### src/rtl/serial_link_master.sv
module serial_link_master #(
  parameter int W   = 64,
  parameter int DIV = 4,
  parameter int CW  = $clog2(W + 1)
) (
  input  logic          clk,
  input  logic          rst_n,
  input  logic          tx_start,
  input  logic [W-1:0]  tx_word,
  input  logic [CW-1:0] tx_bits,
  input  logic          rx_start,
  input  logic [CW-1:0] rx_bits,
  output logic          busy,
  output logic          done,
  output logic          zero_err,
  output logic [W-1:0]  rx_word,
  output logic [CW-1:0] rx_count,
  output logic          lclk,
  output logic          ldat_o,
  output logic          ldat_oe,
  input  logic          ldat_i
);
  localparam int PW = (DIV > 1) ? $clog2(DIV) : 1;
  localparam int NW = $clog2(W + 2);

  typedef enum logic [1:0] {S_IDLE, S_SETUP, S_LOW, S_HIGH} st_t;

  st_t           st;
  logic [PW-1:0] pcnt;
  logic [NW-1:0] nleft;
  logic [W-1:0]  sreg;
  logic          rxm, first;

  wire ph_end   = (pcnt == PW'(DIV - 1));
  wire fall_dat = first ? 1'b0 : ~sreg[W-1];

  assign busy = (st != S_IDLE);

  always_ff @(posedge clk) begin
    if (!rst_n) begin
      st       <= S_IDLE;
      pcnt     <= '0;
      nleft    <= '0;
      sreg     <= '0;
      rxm      <= 1'b0;
      first    <= 1'b0;
      lclk     <= 1'b1;
      ldat_o   <= 1'b1;
      ldat_oe  <= 1'b1;
      done     <= 1'b0;
      zero_err <= 1'b0;
      rx_word  <= '0;
      rx_count <= '0;
    end else begin
      done     <= 1'b0;
      zero_err <= 1'b0;
      case (st)
        S_IDLE: begin
          pcnt <= '0;
          if (tx_start) begin
            if (tx_bits == '0) zero_err <= 1'b1;
            else begin
              st      <= S_SETUP;
              rxm     <= 1'b0;
              first   <= 1'b1;
              ldat_oe <= 1'b1;
              ldat_o  <= 1'b1;
              sreg    <= tx_word << (W - int'(tx_bits));
              nleft   <= NW'(tx_bits) + NW'(1);
            end
          end else if (rx_start) begin
            if (rx_bits == '0) zero_err <= 1'b1;
            else begin
              st       <= S_SETUP;
              rxm      <= 1'b1;
              first    <= 1'b0;
              ldat_oe  <= 1'b0;
              rx_word  <= '0;
              rx_count <= '0;
              nleft    <= NW'(rx_bits);
            end
          end
        end
        S_SETUP, S_HIGH: begin
          pcnt <= ph_end ? '0 : pcnt + PW'(1);
          if (ph_end) begin
            if (st == S_HIGH && rxm) begin
              rx_word  <= {rx_word[W-2:0], ~ldat_i};
              rx_count <= rx_count + CW'(1);
            end
            if (st == S_HIGH && nleft == NW'(1)) begin
              st    <= S_IDLE;
              done  <= 1'b1;
              nleft <= '0;
              if (!rxm) ldat_o <= 1'b1;
            end else begin
              if (st == S_HIGH) nleft <= nleft - NW'(1);
              st   <= S_LOW;
              lclk <= 1'b0;
              if (!rxm) begin
                ldat_o <= fall_dat;
                first  <= 1'b0;
                if (!first) sreg <= sreg << 1;
              end
            end
          end
        end
        S_LOW: begin
          pcnt <= ph_end ? '0 : pcnt + PW'(1);
          if (ph_end) begin
            st   <= S_HIGH;
            lclk <= 1'b1;
          end
        end
        default: st <= S_IDLE;
      endcase
    end
  end
endmodule

### config.mk
export PLATFORM = sky130hd
export DESIGN_NAME = serial_link_master
export DESIGN_NICKNAME = d
export VERILOG_FILES = /design/src/rtl/serial_link_master.sv
export SDC_FILE = /design/constraint.sdc
export NUM_CORES = 1
export LEC_CHECK = 0
export BUFFER_PORTS_ARGS = -buffer_cell sky130_fd_sc_hd__buf_2
export CAP_MARGIN = 40
export CELL_PAD_IN_SITES_DETAIL_PLACEMENT = 0
export CELL_PAD_IN_SITES_GLOBAL_PLACEMENT = 1
export CORE_MARGIN = 2
export CORE_UTILIZATION = 47
export CTS_CLUSTER_SIZE = 40
export DETAILED_ROUTE_END_ITERATION = 16
export GPL_ROUTABILITY_DRIVEN = 0
export PLACE_DENSITY = 0.85
export SLEW_MARGIN = 20
export SYNTH_ARGS = -nofsm -noshare
export SYNTH_HDL_FRONTEND = slang
export SYNTH_SLANG_ARGS = --single-unit
### constraint.sdc
create_clock -name clk -period 6.5 [get_ports clk]
set_input_delay 1.3 -clock clk [delete_from_list [all_inputs] [get_ports clk]]
set_output_delay 1.3 -clock clk [all_outputs]
set_load 0.02 [all_outputs]
# Word level (Yosys, flattened, before mapping)
# Cells that the tools add are included.
[op_classes] addsub=5 mul=0 div_mod_pow=0 order_cmp=0 eq_ne=22 shifts=1 mux=65 bitwise=2 n_reduce_logical=21
[op_table] operator="$mux W64" count=11
[op_table] operator="$pmux W64 S2" count=2
[op_table] operator="$mux W7" count=12
[op_table] operator="$shl A64 B32 Y64" count=1
[op_table] operator="$pmux W7 S2" count=2
[op_table] operator="$ne A2 B2 Y1 const B" count=13
[op_table] operator="$mux W1" count=25
[op_table] operator="$mux W2" count=8
[op_table] operator="$add A7 B1 Y7 const B" count=2
[op_table] operator="$logic_not A7 Y1" count=2
[op_table] operator="$reduce_and A7 Y1" count=2
[op_table] operator="$ne A3 B3 Y1 const B" count=4
[op_table] operator="$reduce_and A6 Y1" count=2
[op_table] operator="$reduce_and A5 Y1" count=2
[op_table] operator="$reduce_and A4 Y1" count=2
[op_table] operator="$reduce_bool A2 Y1" count=4
[op_table] operator="$sub A7 B7 Y8 const A" count=1
[op_table] operator="$eq A7 B1 Y1 const B" count=1
[op_table] operator="$sub A7 B1 Y7 const B" count=1
[op_table] operator="$eq A2 B2 Y1 const B" count=3
[op_table] operator="$pmux W1 S2" count=3
[op_table] operator="$pmux W2 S3" count=1
[op_table] operator="$pmux W2 S2" count=1
[op_table] operator="$reduce_and A3 Y1" count=1
[op_table] operator="other kinds (8)" count=10
[word_totals] regBits=153 latchBits=0 ramBits=0 mem_bits_ro=0 input_bits=83 out_inout_bits=77 wordCells=129 mem_count=0

# Logic depth before layout (Yosys ltp)
[logic_depth] depth_word=6 mapped_depth=16

# Worst setup path after synthesis
# OpenSTA, ideal clock, no wires.
[synth_path] kind="input-to-reg" startpoint="in tx_bits[0]" endpoint="reg sreg[38]" arrival_ps=4510 t_required_ps=6384 slack_ps=1874 cell_stages=14 path_buffers=9 path_cell_list="buf_2 > buf_4 > buf_4 > buf_2 > inv_1 > ha_1 > buf_2 > buf_1 > buf_2 > buf_1 > buf_1 > mux2i_1 > nand3_1 > a31o_2"
[synth_between] elab_chain_len=5 word_cells_on_any_way=8
[synth_rtl] item="start, declared" line="10" source="input logic [CW-1:0] tx_bits,"
[synth_rtl] item="$sub A7 B7 Y8" line="68" source="sreg <= tx_word << (W - int'(tx_bits));"
[synth_rtl] item="$shl A64 B32 Y64" line="68"
[synth_rtl] item="$mux W64" line="61" source="if (tx_bits == '0) zero_err <= 1'b1;"
[synth_rtl] item="$mux W64" line="60" source="if (tx_start) begin"
[synth_rtl] item="$pmux W64 S2" line="57" source="case (st)"
[synth_rtl] item="end signal, assigned" line="68"
[synth_rtl] item="end signal, assigned" line="103" source="if (!first) sreg <= sreg << 1;"
[synth_rtl] item="end, declared" line="31" source="logic [W-1:0] sreg;"
# Several ways; a longest one is shown, not always the timed one. The select of a mux whose other input is x is not followed.
# A chain may end at the register's enable or synchronous reset.

# Worst setup path after layout
[layout_path] startpoint="in tx_bits[0]" endpoint="reg sreg[20]"
# Same word-level chain as after synthesis.

==> impl_metrics.ini <==
[critical_path]
reg2regPathDepth = 8
critPathLaunchType = input port
rr_endpoint = sreg[54]$_SDFFE_PN0P_
path_class = input port to flop
cp-end-kind = flop
crit_path_start = tx_bits[0]
max_stage_delay_ps = 750
cp_max_fo = 50
r2r_start = st[0]$_SDFFE_PN0P_
cp.arrival_ps = 4570
cp_data_required_time_ps = 6790
worst_path_max_delay_cell = ha_4
r2r_slack_ps = 3370
path_cells = buf_4 -> inv_1 -> ha_4 -> buf_4 -> a21oi_1 -> a32oi_1 -> nor2_1 -> a222oi_1 -> a2bb2oi_1 -> a21oi_1
worstSetupEndpoint = sreg[20]$_SDFFE_PN0P_

[die]
fp.dieH_um = 155
io_pins = 160
coreArea_mm2 = 0.0225
initial_core_util_pct = 47.7
die_area_mm2 = 0.0241
die_w_um = 155
num_rows = 55

[power]
leakage_nw = 4.68
p_per_area_mw_per_mm2 = 223
ir_worst_vdd_mv = 0.182

[final_layout]
area_growth_pct = 14.7
fillCellCount = 2144
regArea_mm2 = 0.00307
drive_gt1_share_pct = 23.2
mostFrequentLayoutCell = nand2_1
layout_common_cells = nand2_1, buf_2, dfxtp_1
final_area_mm2 = 0.0123
multi_input_comb_area_mm2 = 0.00712
nets = 1514

[synthesis]
synth_nets = 1438
ys_warn_count = 0
synth_area_mm2 = 0.0107
synth_flop_cell = dfxtp_1
synth_edf_count = 0
netlist_instances = 1349
synth-seq-area-share_pct = 28.5
synth-seq-cells = 153
syn_avg_cell_area_um2 = 7.96
synth_cell_types = 80
postSynth.asyncResetShare_pct = 0

[global_route]
grt_pass1_wl_mm = 55.7
antenna_found_initial = 1
grt_max_degree = 73
overflow = 0
grt_pass1_vias = 10200
track_usage_pct = 28.8

[clock_tree]
cts_max_level = 4
cts_tree = done
cts_buffer_depth = 2
cts_hold_buf = 0
numCtsBuffers = 17
cts_root_buffer = clkbuf_16
cts_sinks = 153
cts_resized = 0
clkTransAtPathRegs_ps = 70
worstSkewPairLatency_ps = 440
cts_setup_buffers = 0

[sta]
tns_ps = 0
fin_crit_ps = 4280
final-hold-violation-count = 0
finClkSkew_ps = 14.4
relSlewSlack_pct = 39.5
maxSlewViolCount = 0
setup_viol = 0
final.period_utilization_pct = 65.9
rsz0062_at_grt = false
worstMarginPinSlew_ps = 895
max_freq_mhz = 233

[drt]
vias = 11000
drt_first_pass_iters = 6
ant_nets = 0
wl_mm = 34.8
drc_errors = 0
wl_per_cell_um = 20.2
drt_iter0_markers = 1296
via_per_inst = 6.38

[job]
cap_violations = 0

[placed_design]
port_buffers = 159
postPlaceCellArea_mm2 = 0.0116
dp_hpwl_mm = 24.8

[worst_hold_path]
min_path_type = flop to flop

[status]
status = finished clean
-- cells by family (layout without fill, tap and decap cells) --
group	Yosys count	in the layout	synth area share, %
and+or+nand+nor	493	493	20.4
AOI/OAI and AO/OA	405	405	24.7
DFF	153	153	28.5
buffers and inverters	143	232	5.91
muxes	135	135	18.4
xor gates and xnor gates	14	14	1.32
adders and majority gates	6	6	0.699
other	0	1	0
-- through the flow --
stage	utilization (%)	std cells	hold WS, ps	power (mW)	setup WS (ps)
after detailed placement	51.8	1688	433	1.73	1910
after CTS	54.5	1720	443	2.75	2350
after global routing	54.7	1724	463	2.86	1990
after global placement	51.4	1683	423	1.72	1880
final	54.7	1724	446	2.74	2220
after floorplan	-	1349	408	1.52	1870
-- flip-flops by register name (all words and copies together) (netlist names) --
register / flops
pcnt: 2
first: 1
rxm: 1
zero_err: 1
done: 1
sreg: 64
nleft: 7
lclk: 1
rx_count: 7
st: 2
rx_word: 64
ldat_oe: 1
ldat_o: 1
-- report_power, final --
group	internal, mW	total [mW]	switching (mW)
sequential	0.969	0.995	0.0263
combinational	0.275	0.737	0.461
clock	0.524	1.01	0.488
-- synthesized netlist by cell type (all sizes together), types with 8 or more instances --
| cell | number | share of area (%) |
|---|---|---|
| a21oi | 138 | 6.5 |
| xor2 | 9 | 0.91 |
| or2 | 8 | 0.47 |
| mux2i | 60 | 5.6 |
| buf | 56 | 2.9 |
| a221oi | 35 | 3.0 |
| clkbuf | 74 | 2.6 |
| o22ai | 14 | 0.82 |
| nand2 | 203 | 7.1 |
| nor2 | 90 | 3.2 |
| dfxtp | 153 | 29 |
| and3 | 11 | 0.64 |
| inv | 12 | 0.42 |
| mux2 | 28 | 2.9 |
| o211ai | 22 | 2.0 |
| nor3 | 31 | 1.4 |
| o31ai | 9 | 0.63 |
| mux4 | 47 | 9.9 |
| o21ai | 80 | 3.8 |
| a211oi | 14 | 0.98 |
| nand3 | 117 | 5.5 |
| o21a | 8 | 0.56 |
| a31oi | 25 | 1.5 |
-- metal layers --
layer / GRT usage, % / vias to the layer above / part of all wire, %
met5: 0 / - / 0
met1: 38.9 / 5244 / 43
met2: 45.7 / 507 / 46
li1: - / 5170 / -
met3: 5.79 / 78 / 8.0
met4: 10.4 / 0 / 3.0
-- layout make-up --
cell class | instances | area share [%]
sequential | 153 | 24.9
antenna | 1 | 0.0203
clock inverter | 15 | 1.55
clock buffer | 17 | 3.45
timing repair buffer | 187 | 8.92
tap | 285 | 2.90
multi-input combinational | 1053 | 57.8
inverter | 13 | 0.406
-- critical path: cells and delay by family --
| family | cells | cell delay (ps) |
|---|---|---|
| AO/OA/AOI/OAI | 5 | 1380 |
| buffers and inverters | 3 | 950 |
| adder cells (fa/ha/maj) | 1 | 750 |
| AND/OR/NAND/NOR | 1 | 160 |
-- worst min path at each step --
stage | startpoint | end | slack (ps) | cells after the start
final | pcnt[0]$_SDFF_PP0_ | pcnt[0]$_SDFF_PP0_ | 450 | 1
after global routing | rx_word[63]$_SDFFE_PN0P_ | rx_word[63]$_SDFFE_PN0P_ | 460 | 2
after CTS | pcnt[0]$_SDFF_PP0_ | pcnt[0]$_SDFF_PP0_ | 440 | 1
after detailed placement | pcnt[0]$_SDFF_PP0_ | pcnt[0]$_SDFF_PP0_ | 430 | 1
after global placement | pcnt[0]$_SDFF_PP0_ | pcnt[0]$_SDFF_PP0_ | 420 | 1
after floorplan | pcnt[0]$_SDFF_PP0_ | pcnt[0]$_SDFF_PP0_ | 410 | 1
Note: power is estimated with default switching activity, not from simulation.
